--- src/rtl/swallow_fbdiv_pkg.sv ---
package swallow_fbdiv_pkg;
  localparam int A_W = 7;
  localparam int B_W = 11;
  localparam int B_MIN = 3;

  typedef struct packed {
    logic [A_W-1:0] a;
    logic [B_W-1:0] b;
  } div_cfg_t;
endpackage

--- src/rtl/swallow_fbdiv_cfg.sv ---
module swallow_fbdiv_cfg
  import swallow_fbdiv_pkg::*;
#(
  parameter int P     = 64,
  parameter int DEF_A = 0,
  parameter int DEF_B = 4
) (
  input  logic           clk,
  input  logic           rst_n,
  input  logic           ld_stb,
  input  logic [A_W-1:0] ld_a,
  input  logic [B_W-1:0] ld_b,
  input  logic           cyc_end,
  output div_cfg_t       work_cfg,
  output logic           cfg_err
);
  localparam div_cfg_t RST_CFG = '{a: A_W'(DEF_A), b: B_W'(DEF_B)};

  div_cfg_t stage_cfg;
  div_cfg_t next_stage;
  logic     legal;

  // legality of the offered pair
  always_comb begin
    legal = (ld_b >= B_W'(B_MIN)) &&
            (int'(ld_a) < P) &&
            (B_W'(ld_a) < ld_b);
    next_stage = (ld_stb && legal) ? '{a: ld_a, b: ld_b} : stage_cfg;
  end

  always_ff @(posedge clk) begin
    if (!rst_n) begin
      stage_cfg <= RST_CFG;
      work_cfg  <= RST_CFG;
      cfg_err   <= 1'b0;
    end else begin
      stage_cfg <= next_stage;
      if (cyc_end) work_cfg <= next_stage;
      if (ld_stb) cfg_err <= !legal;
    end
  end
endmodule

--- src/rtl/swallow_fbdiv_presc.sv ---
module swallow_fbdiv_presc #(
  parameter int P = 64
) (
  input  logic clk,
  input  logic rst_n,
  input  logic mod_sel,
  output logic pre_end
);
  localparam int PCW = $clog2(P + 1);
  localparam logic [PCW-1:0] TERM_HI = PCW'(P);
  localparam logic [PCW-1:0] TERM_LO = PCW'(P - 1);

  logic [PCW-1:0] pc;

  assign pre_end = (pc == (mod_sel ? TERM_HI : TERM_LO));

  always_ff @(posedge clk) begin
    if (!rst_n) pc <= '0;
    else if (pre_end) pc <= '0;
    else pc <= pc + 1'b1;
  end
endmodule

--- src/rtl/swallow_fbdiv_seq.sv ---
module swallow_fbdiv_seq
  import swallow_fbdiv_pkg::*;
(
  input  logic     clk,
  input  logic     rst_n,
  input  logic     pre_end,
  input  div_cfg_t work_cfg,
  output logic     mod_sel,
  output logic     last_per
);
  logic [B_W-1:0] k;

  assign mod_sel  = (k < B_W'(work_cfg.a));
  assign last_per = (k == work_cfg.b - 1'b1);

  always_ff @(posedge clk) begin
    if (!rst_n) k <= '0;
    else if (pre_end) k <= last_per ? '0 : k + 1'b1;
  end
endmodule

--- src/rtl/swallow_fbdiv.sv ---
module swallow_fbdiv
  import swallow_fbdiv_pkg::*;
#(
  parameter int P     = 64,
  parameter int DEF_A = 0,
  parameter int DEF_B = 4
) (
  input  logic           clk,
  input  logic           rst_n,
  input  logic           ld_stb,
  input  logic [A_W-1:0] ld_a,
  input  logic [B_W-1:0] ld_b,
  output logic           fb_pulse,
  output logic           mod_sel,
  output logic           cfg_err
);
  div_cfg_t work_cfg;
  logic     pre_end;
  logic     last_per;
  logic     cyc_end;

  assign cyc_end  = pre_end && last_per;
  assign fb_pulse = cyc_end;

  swallow_fbdiv_cfg #(.P(P), .DEF_A(DEF_A), .DEF_B(DEF_B)) u_cfg (
    .clk(clk), .rst_n(rst_n), .ld_stb(ld_stb), .ld_a(ld_a), .ld_b(ld_b),
    .cyc_end(cyc_end), .work_cfg(work_cfg), .cfg_err(cfg_err)
  );

  swallow_fbdiv_presc #(.P(P)) u_presc (
    .clk(clk), .rst_n(rst_n), .mod_sel(mod_sel), .pre_end(pre_end)
  );

  swallow_fbdiv_seq u_seq (
    .clk(clk), .rst_n(rst_n), .pre_end(pre_end), .work_cfg(work_cfg),
    .mod_sel(mod_sel), .last_per(last_per)
  );
endmodule

--- config.mk ---
export PLATFORM = sky130hd
export DESIGN_NAME = swallow_fbdiv
export DESIGN_NICKNAME = d
export VERILOG_FILES = /design/src/rtl/swallow_fbdiv_pkg.sv /design/src/rtl/swallow_fbdiv_cfg.sv /design/src/rtl/swallow_fbdiv_presc.sv /design/src/rtl/swallow_fbdiv_seq.sv /design/src/rtl/swallow_fbdiv.sv
export SDC_FILE = /design/constraint.sdc
export NUM_CORES = 1
export LEC_CHECK = 0
export ABC_CLOCK_PERIOD_IN_PS = 6400
export BUFFER_PORTS_ARGS = -buffer_cell sky130_fd_sc_hd__buf_2
export CAP_MARGIN = 0
export CORE_ASPECT_RATIO = 0.5
export CORE_MARGIN = 8
export CORE_UTILIZATION = 50
export CTS_CLUSTER_SIZE = 14
export DETAILED_ROUTE_END_ITERATION = 7
export GPL_ROUTABILITY_DRIVEN = 0
export PLACE_DENSITY = 0.77
export SLEW_MARGIN = 20
export SYNTH_ARGS = -nofsm -noshare
export SYNTH_HDL_FRONTEND = slang
export SYNTH_SLANG_ARGS = --single-unit
--- constraint.sdc ---
create_clock -name clk -period 6.4 [get_ports clk]
set_input_delay 0.64 -clock clk [delete_from_list [all_inputs] [get_ports clk]]
set_output_delay 0.64 -clock clk [all_outputs]
set_load 0.01 [all_outputs]
==> results by group, run 1 <==
Run status
  – Status: complete, no violations

GRT
  – First-pass GRT wire length: 12,100 um
  – Remaining Overflow, GRT: 0
  – Pin count of the biggest net entering global routing: 49
  – Tot GR Track Use: between 15 and 20%
  – Initial antenna violation count: 0
  – Vias in the first global route: around 2.6k

Power
  – Sequential Power Share: between 50% and 60%
  – Sw frac: 23.9%
  – Leakage power: around 1.4 nW
  – Logic pwr share: 7.9%
  – Internal power: between 0.5 and 0.6 mW
  – Sw Pwr: 0.164 mW
  – Clock Power Share: 40.5%
  – Pwr Density: 197 nW/um^2
  – Peak supply drop: roughly 110 uV

Finish
  – # nets final: 402
  – Multi-input logic area: roughly 1900 sq um
  – Ant diodes: 0
  – Fillers: 542
  – Area delta synth->final: 10.1%
  – Register Area: 1100 sq um
  – Share of layout cells above drive strength 1: roughly 17%
  – Post-Layout Cell Count: 455

Placed design
  – Placed wire-length estimate: 5190 um
  – IO Port Bufs: 23
  – Placed Cells: 447

Yosys
  – Synth warn: 0
  – Ys async rst share: 0%
  – Syn avg cell area: 8.94 sq um
  – Fraction of the yosys area taken by sequential cells: between 30% and 40%
  – #FFs+latches synth: 55
  – Post-synth EDFFs: 0
  – Netlist cell types: 55
  – Synth Flop Type: dfxtp_1
  – Mapped Nets: 391
  – Gate Count Post-Synth: roughly 360
  – Area of the mapped netlist: 3170 sq um

Critical path
  – Reg2Reg Depth: 9
  – Critical path class: flip-flop to primary output
  – Max FO, Critical Path: 14
  – Crit path capture type: primary output
  – Slowest cell on crit path: nand4_1
  – CP required: 5.76 ns
  – CP startpoint kind: flip-flop
  – CP max stage delay: between 0.5 and 0.6 ns
  – CP cell instances: inv_1, ha_1, xor2_1, o31ai_1, a31o_2, nand4_1, nor4_1, buf_2
  – Crit path arrival time: 2.83 ns

STA
  – Final setup viols: 0
  – Crit share post-route: 54.2%
  – Skew final: 0.00640 ns
  – Slew Viols, Final: 0
  – Relative slew slack: around a third
  – Final Hold Viols: 0
  – RSZ-0062 raised after global routing: false
  – Fin crit period: approximately 3.5 ns
  – Max Clock Freq: 289 MHz
  – Post-Route Setup TNS: 0 ns
  – Tightest Pin Transition: 1.00 ns

Route
  – Final WL: 7110 um
  – Antenna viol nets, final: 0
  – DRC: 0
  – 1st-iter DRT viols: 251
  – Vias per inst: roughly 5.8
  – DR vias: 2,640
  – Router iterations before antenna repair: 4
  – Wire length per cell: 15.6 um

Floorplan
  – Initial Util: 52.0%
  – Top-Level Pins: 24
  – Die area: 9310 sq um
  – Core area: between 6000 and 7000 sq um
  – Die H: 72.3 um
  – # rows: 20
  – Die Width: 129 um

Clock tree
  – CTS Root Cell: clkbuf_16
  – CTS clk-pin slew, worst paths: 0.07 ns
  – Clock Latency Late Sink: about 0.29 ns
  – CTS buffer count: 5
  – Clock buffer depth: 2
  – Resized cells post-CTS: 0
  – Setup bufs post-CTS: 0
  – CTS Hold Bufs: 0
  – H-tree Lvls: 2
  – Clk sinks: 55
  – CTS tree: yes

Worst hold path
  – Hold crit path type: flip-flop to flip-flop
  – Hold Path Stages: 2

Job
  – Max cap viols: 0
logic make-up (layout without fill, tap and decap cells):
logic type / count (synthesis) / count (layout) / share of synthesized area (%)
and+or+nand+nor: 124 / 124 / 22.2
AOI/OAI and AO/OA: 79 / 79 / 18.9
DFF: 55 / 55 / 34.7
buffers and inverters: 44 / 56 / 5.52
muxes: 20 / 20 / 7.73
xor gates and xnor gates: 18 / 18 / 4.97
adders and majority gates: 15 / 15 / 5.91
power groups by stage:
stage          Sequential (mW)  Clock [mW]  Combinational (mW)
5_1_grt                  0.355       0.297              0.0615
2_1_floorplan            0.361           0              0.0356
4_1_cts                  0.354       0.281              0.0547
3_3_place_gp             0.362           0              0.0518
3_5_place_dp             0.362           0              0.0544
6_report                 0.354       0.278              0.0546
path summary, 6_finish.rpt:
path                                    from                               to  slack [ns]
min reg2reg  u_cfg.work_cfg[10]$_SDFFE_PN0P_  u_cfg.work_cfg[10]$_SDFFE_PN0P_        0.48
max           u_cfg.work_cfg[0]$_SDFFE_PN0P_                         fb_pulse        2.93
min          u_cfg.work_cfg[10]$_SDFFE_PN0P_  u_cfg.work_cfg[10]$_SDFFE_PN0P_        0.48
max reg2reg   u_cfg.work_cfg[0]$_SDFFE_PN0P_   u_cfg.work_cfg[1]$_SDFFE_PN0P_        3.32
sequential cells by signal, indices dropped and copies added (netlist names):
register	count
u_cfg.cfg_err	1
u_cfg.stage_cfg	18
u_cfg.work_cfg	18
u_seq.k	11
u_presc.pc	7
area by class of cell:
cell class                      count  area share [%]
Sequential cell                    55            31.5
Inverter                           21            2.26
Multi-Input combinational cell    256            54.5
Clock buffer                        5            3.58
Clock inverter                      3           0.788
Timing Repair Buffer               27            4.16
Tap cell                           88            3.15
cells in the final DEF, fill, tap and decap left out, types with 2 or more instances in the layout:
cell type / synthesis / routed
mux2_4: 6 / 6
nor3b_1: 4 / 4
and3_1: 17 / 17
nand2_1: 22 / 22
xor2_1: 8 / 8
nand3_1: 22 / 22
dfxtp_1: 55 / 55
clkbuf_16: 0 / 5
o21bai_1: 2 / 2
o311ai_0: 11 / 11
and2_1: 7 / 7
a211oi_1: 3 / 3
o221ai_1: 3 / 3
a31o_2: 2 / 2
nor3_2: 2 / 2
and4_1: 2 / 2
o31ai_1: 2 / 2
nand2b_1: 5 / 5
ha_1: 15 / 15
a21boi_0: 7 / 7
mux2_2: 9 / 9
a32o_1: 4 / 4
nor2_1: 19 / 19
buf_4: 0 / 4
nor3_1: 8 / 8
o21a_1: 13 / 13
o21ai_0: 3 / 3
inv_1: 20 / 20
a21oi_1: 12 / 12
o211ai_1: 8 / 8
buf_2: 2 / 23
xnor2_1: 10 / 10
nand4b_1: 2 / 2
mux2i_1: 4 / 4
nor4_1: 5 / 5
Yosys cell counts (2+ instances only):
master,number,area (sq um)
and4_1,2,17.5
o21a_1,13,97.6
ha_1,15,188
and2_1,7,43.8
o31ai_1,2,15.0
o21bai_1,2,15.0
nor2_1,19,71.3
nor4_1,5,31.3
nand2_1,22,82.6
nand4b_1,2,17.5
inv_1,20,75.1
xnor2_1,10,87.6
nor3_2,2,20.0
nor3_1,8,40.0
o211ai_1,8,60.1
nor3b_1,4,30.0
buf_2,2,10.0
a21boi_0,7,52.6
mux2i_1,4,40.0
a31o_2,2,17.5
a32o_1,4,40.0
nand3_1,22,110
a211oi_1,3,22.5
and3_1,17,106
o311ai_0,11,96.3
dfxtp_1,55,1100
o21ai_0,3,15.0
clkbuf_1,20,75.1
mux2_2,9,101
o221ai_1,3,26.3
a21oi_1,12,60.1
mux2_4,6,90.1
nand2b_1,5,31.3
xor2_1,8,70.1
critical path: cells and delay by family (launching register included):
family	cells	cell delay [ns]
AND/OR/NAND/NOR	2	1.01
AO/OA/AOI/OAI	2	0.40
flip-flops	1	0.39
buffers and inverters	2	0.28
adder cells (fa/ha/maj)	1	0.28
XOR/XNOR	1	0.17
metrics by stage:
step	worst slack, ns	utilization, %	total power [mW]	hold slack (ns)	instance area, sq um
global route	2.77	57.2	0.713	0.499	3490
finish	2.93	57.2	0.687	0.483	3490
detailed placement	3.31	54.7	0.416	0.475	3340
floorplan	3.75	-	0.397	0.438	3170
CTS	2.98	57.2	0.690	0.484	3490
global placement	3.44	54.7	0.413	0.459	3340
metal layers:
layer	wire, um	GRT usage [%]	vias to the layer above
met3	345	3.73	9
met4	72	4.39	0
met2	3230	26.0	67
met5	0	0	-
met1	3470	19.5	1252
li1	-	-	1312
(Power assumes the default switching activity.)
==> inputs of run 2 (changes only) <==
--- a/config.mk
+++ b/config.mk
@@ -5,7 +5,7 @@
 export SDC_FILE = /design/constraint.sdc
 export NUM_CORES = 1
 export LEC_CHECK = 0
-export ABC_CLOCK_PERIOD_IN_PS = 6400
+export ABC_CLOCK_PERIOD_IN_PS = 3500
 export BUFFER_PORTS_ARGS = -buffer_cell sky130_fd_sc_hd__buf_2
 export CAP_MARGIN = 0
 export CORE_ASPECT_RATIO = 0.5
==> constraint.sdc (replaced) <==
create_clock -name clk -period 3.5 [get_ports clk]
set_input_delay 0.35 -clock clk [delete_from_list [all_inputs] [get_ports clk]]
set_output_delay 0.35 -clock clk [all_outputs]
set_load 0.01 [all_outputs]
==> results by group, run 2 (synthesis gave the netlist of run 1 again) <==
Run status
  – Status: complete, no violations

STA
  – Max Clock Freq: approximately 350 MHz
  – Relative slew slack: 58.2%
  – Final Hold Viols: 0
  – Skew final: 0.00814 ns
  – Slew Viols, Final: 0
  – Final setup viols: 0
  – Fin crit period: 2.84 ns
  – WHS: roughly 0.31 ns
  – Tightest Pin Transition: 0.624 ns
  – Post-Route Setup TNS: 0 ns
  – Crit share post-route: 81.2%
  – RSZ-0062 raised after global routing: false

Floorplan
  – Die Width: 129 um
  – Core area: 6110 sq um
  – Top-Level Pins: 24
  – Die area: 9310 sq um
  – Initial Util: 52.0%
  – Die H: 72.3 um
  – # rows: 20

Power
  – Pwr Density: 356 nW/um^2
  – Sequential Power Share: 51.8%
  – Sw frac: 23.8%
  – Internal power: 0.953 mW
  – Sw Pwr: 0.298 mW
  – Leakage power: between 1 and 1.5 nW
  – Clock Power Share: 40.3%
  – Logic pwr share: approximately 8.0%
  – Peak supply drop: 329 uV

GRT
  – Vias in the first global route: ~2.6k
  – Tot GR Track Use: 15.8%
  – Pin count of the biggest net entering global routing: 48
  – First-pass GRT wire length: around 12,000 um
  – Initial antenna violation count: 0
  – Remaining Overflow, GRT: 0

Critical path
  – CP required: ~3.2 ns
  – Critical path class: flip-flop to primary output
  – FF-to-FF setup slack: 0.74 ns
  – Reg2Reg Depth: 9
  – R2R Path End: u_cfg.work_cfg[3]$_SDFFE_PN0P_
  – Max FO, Critical Path: 13
  – Crit path arrival time: 2.49 ns
  – Crit path capture type: primary output
  – CP cell instances: ha_1, a21oi_1, o211ai_1, a21oi_2, mux2i_2, buf_4, nor4_1, buf_2
  – CP max stage delay: 0.54 ns
  – FF-to-FF Start: u_seq.k[6]$_SDFFE_PN0N_
  – Slowest cell on crit path: dfxtp_1
  – CP startpoint kind: flip-flop

Clock tree
  – Clock Latency Late Sink: 0.29 ns
  – Clock buffer depth: 2
  – H-tree Lvls: 2
  – CTS tree: yes
  – CTS Hold Bufs: 0
  – Setup bufs post-CTS: 0
  – CTS clk-pin slew, worst paths: around 0.07 ns
  – Clk sinks: 55
  – Resized cells post-CTS: 0
  – CTS buffer count: 5
  – CTS Root Cell: clkbuf_16

Route
  – 1st-iter DRT viols: 358
  – DR vias: 2,683
  – Router iterations before antenna repair: 5
  – Antenna viol nets, final: 0
  – Vias per inst: 5.86
  – Wire length per cell: 15.9 um
  – DRC: 0
  – Final WL: 7270 um

Finish
  – Commonest non-fill, non-tap cell in the layout: dfxtp_1
  – Area delta synth->final: 10.6%
  – # nets final: 405
  – Multi-input logic area: 1900 sq um
  – Register Area: 1100 sq um
  – Biggest regs: u_cfg.stage_cfg x18, u_cfg.work_cfg x18, u_seq.k x11
  – Ant diodes: 0
  – Fillers: 540
  – Share of layout cells above drive strength 1: approximately 18%
  – Commonest non-fill, non-tap cells in the layout: 55 x dfxtp_1, 23 x buf_2, 22 x nand3_1, 22 x nand2_1, 20 x inv_1

Worst hold path
  – Worst Hold End: u_cfg.cfg_err$_SDFFE_PN0P_
  – Hold Path Stages: 2
  – Hold_sp: ld_stb
  – Hold crit path type: input port to flip-flop

Placed design
  – IO Port Bufs: 23
  – Placed wire-length estimate: between 5000 and 6000 um

Job
  – Max cap viols: 0
-- run 2: per-layer routing --
metal,part of all wire (%),track usage (%),vias up,wire length (um)
met1,48,20.8,1245,3480
met5,0,0,-,0
met3,6.1,3.22,14,447
met4,1.6,4.52,0,114
li1,-,-,1324,-
met2,44,25.5,100,3230
-- run 2: how the worst max path moves through the flow --
stage          cells after the start                            from                               to  slack (ns)
2_1_floorplan                      9  u_cfg.work_cfg[0]$_SDFFE_PN0P_  u_cfg.work_cfg[11]$_SDFFE_PN0P_        0.99
3_3_place_gp                       9         u_seq.k[4]$_SDFFE_PN0N_   u_cfg.work_cfg[2]$_SDFFE_PN1P_        0.92
3_5_place_dp                       9         u_seq.k[6]$_SDFFE_PN0N_  u_cfg.work_cfg[13]$_SDFFE_PN0P_        0.80
4_1_cts                            8         u_seq.k[6]$_SDFFE_PN0N_                         fb_pulse        0.63
5_1_grt                            9  u_cfg.work_cfg[0]$_SDFFE_PN0P_                         fb_pulse        0.37
6_report                           8         u_seq.k[6]$_SDFFE_PN0N_                         fb_pulse        0.66
-- run 2: metrics by stage --
step	util, %	instances	area [sq um]	setup WS, ns	power (mW)
4_1_cts	57.5	458	3510	0.625	1.26
5_1_grt	57.5	458	3510	0.371	1.29
3_5_place_dp	55.1	450	3360	0.801	0.762
6_report	57.5	458	3510	0.659	1.25
2_1_floorplan	-	355	3170	0.992	0.726
3_3_place_gp	55.1	450	3360	0.925	0.756
-- run 2: power groups by stage --
stage / registers (mW) / logic (mW) / clock network [mW]
finish: 0.647 / 0.0994 / 0.504
global route: 0.649 / 0.112 / 0.533
CTS: 0.647 / 0.0999 / 0.512
detailed placement: 0.662 / 0.0995 / 0
global placement: 0.661 / 0.0954 / 0
floorplan: 0.661 / 0.0652 / 0
-- run 2: layout make-up --
class,instances,area share [%]
tap,88,3.14
timing repair buffer,30,4.78
inverter,21,2.25
multi-input combinational,256,54.2
clock inverter,3,0.677
sequential,55,31.4
clock buffer,5,3.56
-- run 2: critical path: cells and delay by family (launching register included) --
kind	cells	cell delay [ns]
flops	1	0.54
fa+ha+maj	1	0.32
buf+inv	2	0.41
simple gates	1	0.34
compound gates	3	0.51
mux	1	0.10
==> inputs of run 3 (changes only) <==
--- a/config.mk
+++ b/config.mk
@@ -5,7 +5,7 @@
 export SDC_FILE = /design/constraint.sdc
 export NUM_CORES = 1
 export LEC_CHECK = 0
-export ABC_CLOCK_PERIOD_IN_PS = 3500
+export ABC_CLOCK_PERIOD_IN_PS = 2300
 export BUFFER_PORTS_ARGS = -buffer_cell sky130_fd_sc_hd__buf_2
 export CAP_MARGIN = 0
 export CORE_ASPECT_RATIO = 0.5
@@ -14,7 +14,7 @@
 export CTS_CLUSTER_SIZE = 14
 export DETAILED_ROUTE_END_ITERATION = 7
 export GPL_ROUTABILITY_DRIVEN = 0
-export PLACE_DENSITY = 0.77
+export PLACE_DENSITY = 0.8
 export SLEW_MARGIN = 20
 export SYNTH_ARGS = -nofsm -noshare
 export SYNTH_HDL_FRONTEND = slang
==> constraint.sdc (replaced) <==
create_clock -name clk -period 2.3 [get_ports clk]
set_input_delay 0.23 -clock clk [delete_from_list [all_inputs] [get_ports clk]]
set_output_delay 0.23 -clock clk [all_outputs]
set_load 0.01 [all_outputs]
==> results by group, run 3 (synthesis gave the netlist of run 1 again) <==
Run status
  – Status: finished with violations
  – Failing checks: negative setup slack

Finish
  – Biggest regs: u_cfg.stage_cfg x18, u_cfg.work_cfg x18, u_seq.k x11
  – Commonest non-fill, non-tap cell in the layout: dfxtp_1
  – Ant diodes: 0
  – Share of layout cells above drive strength 1: 34.2%
  – Commonest non-fill, non-tap cells in the layout: 45 x dfxtp_1, 35 x buf_4, 23 x buf_2
  – # nets final: around 440
  – Area delta synth->final: 29.2%

Route
  – Wire length per cell: 18.9 um
  – Vias per inst: 6.18
  – DRC: 0
  – Antenna viol nets, final: 0
  – Router iterations before antenna repair: 5
  – 1st-iter DRT viols: about 450
  – DR vias: 3,059
  – Final WL: between 9000 and 10,000 um

STA
  – Skew final: 0.00790 ns
  – Post-Route Setup TNS: -4.17 ns
  – Post-route worst setup slack: -0.202 ns
  – Final Hold Viols: 0
  – Crit share post-route: 109%
  – Max Clock Freq: 400 MHz
  – Final setup viols: 30
  – Tightest Pin Transition: 0.600 ns
  – Fin crit period: 2.50 ns
  – Relative slew slack: 59.8%
  – Slew Viols, Final: 0
  – RSZ-0062 raised after global routing: true

Job
  – Max cap viols: 0

Clock tree
  – CTS buffer count: 5
  – CTS Root Cell: clkbuf_16
  – CTS tree: yes
  – Clk sinks: 55
  – H-tree Lvls: 2
  – Clock Latency Late Sink: 0.29 ns
  – CTS clk-pin slew, worst paths: 0.07 ns
  – Clock buffer depth: 2

Critical path
  – Max FO, Critical Path: 8
  – Critical path class: flip-flop to flip-flop
  – Crit path capture type: flip-flop
  – CP startpoint kind: flip-flop
  – Crit path arrival time: between 2 and 3 ns
  – CP required: approximately 2.5 ns

GRT
  – Pin count of the biggest net entering global routing: between 40 and 50
  – Remaining Overflow, GRT: 0
  – Vias in the first global route: 2,851
  – First-pass GRT wire length: around 14,000 um
  – Tot GR Track Use: 18.4%
  – Initial antenna violation count: 0

Floorplan
  – Initial Util: between 50 and 60%
  – Top-Level Pins: 24
  – # rows: 20
  – Die Width: 129 um
  – Core area: between 6000 and 7000 sq um
  – Die area: ~9300 sq um
  – Die H: a little over 70 um

Placed design
  – DP Worst Slack: -0.0735 ns
  – IO Port Bufs: 23
  – Placed wire-length estimate: 5440 um

Power
  – Peak supply drop: 275 uV
  – Leakage power: ~1.6 nW
  – Pwr Density: 491 nW/um^2

Worst hold path
  – Hold crit path type: input port to flip-flop
[run 3: worst paths after layout]
check                                  start                         endpoint  slack (ns)  depth (start not counted)
max           u_cfg.work_cfg[1]$_SDFFE_PN0P_          u_seq.k[0]$_SDFFE_PN0N_       -0.20                         11
min                                   ld_stb       u_cfg.cfg_err$_SDFFE_PN0P_        0.18                          2
max reg2reg   u_cfg.work_cfg[1]$_SDFFE_PN0P_          u_seq.k[0]$_SDFFE_PN0N_       -0.20                         11
min reg2reg  u_cfg.work_cfg[10]$_SDFFE_PN0P_  u_cfg.work_cfg[10]$_SDFFE_PN0P_        0.51                          2
[run 3: per-layer routing]
layer  part of all wire (%)  up-vias  track usage [%]
met5                      0        -                0
met4                    3.5        0             7.10
met3                    9.0       43             3.65
met2                     47      192             31.6
met1                     41     1431             22.4
li1                       -     1393                -
[run 3: worst max-delay path: stages (launching register included)]
cell      delay [ns]
dfxtp_2         0.35
inv_1           0.10
ha_4            0.21
xor2_1          0.15
o31ai_1         0.29
a31o_2          0.20
nand4_1         0.15
buf_6           0.17
buf_6           0.13
buf_4           0.15
o311ai_1        0.30
a21oi_1         0.15
[run 3: what timing repair did]
| action | in CTS | in global routing |
|---|---|---|
| gates resized for setup | 36 | 32 |
| endpoints found under the setup margin | 20 | 30 |
| hold endpoints to repair | 0 | 0 |
| setup buffers | 8 | 2 |
| pin swaps | 8 | 21 |
| hold buffers | 0 | 0 |
[run 3: layout make-up]
type,instances,area (sq um)
Fill cell,416,2010
Sequential cell,55,1120
Clock inverter,2,38.8
Tap cell,88,110
Clock buffer,6,129
Inverter,21,81.3
Timing Repair Buffer,67,488
Multi-Input combinational cell,256,2140
[run 3: where the power goes]
group	switching (mW)	internal, mW	leakage [nW]	total (mW)
combinational	0.0955	0.0712	1.12	0.167
clock	0.345	0.518	0.0815	0.863
sequential	0.00790	0.975	0.452	0.983
total	0.448	1.56	1.65	2.01
[run 3: per-stage QoR]
stage	area, sq um	hold WS, ns	instances	power (mW)	utilization, %
finish	4100	0.183	495	2.01	67.1
global route	4100	0.197	495	2.08	67.1
CTS	3960	0.186	493	2.01	64.9
detailed placement	3590	0.478	477	1.17	58.9
global placement	3590	0.454	477	1.16	58.9
floorplan	3190	0.368	355	1.10	-
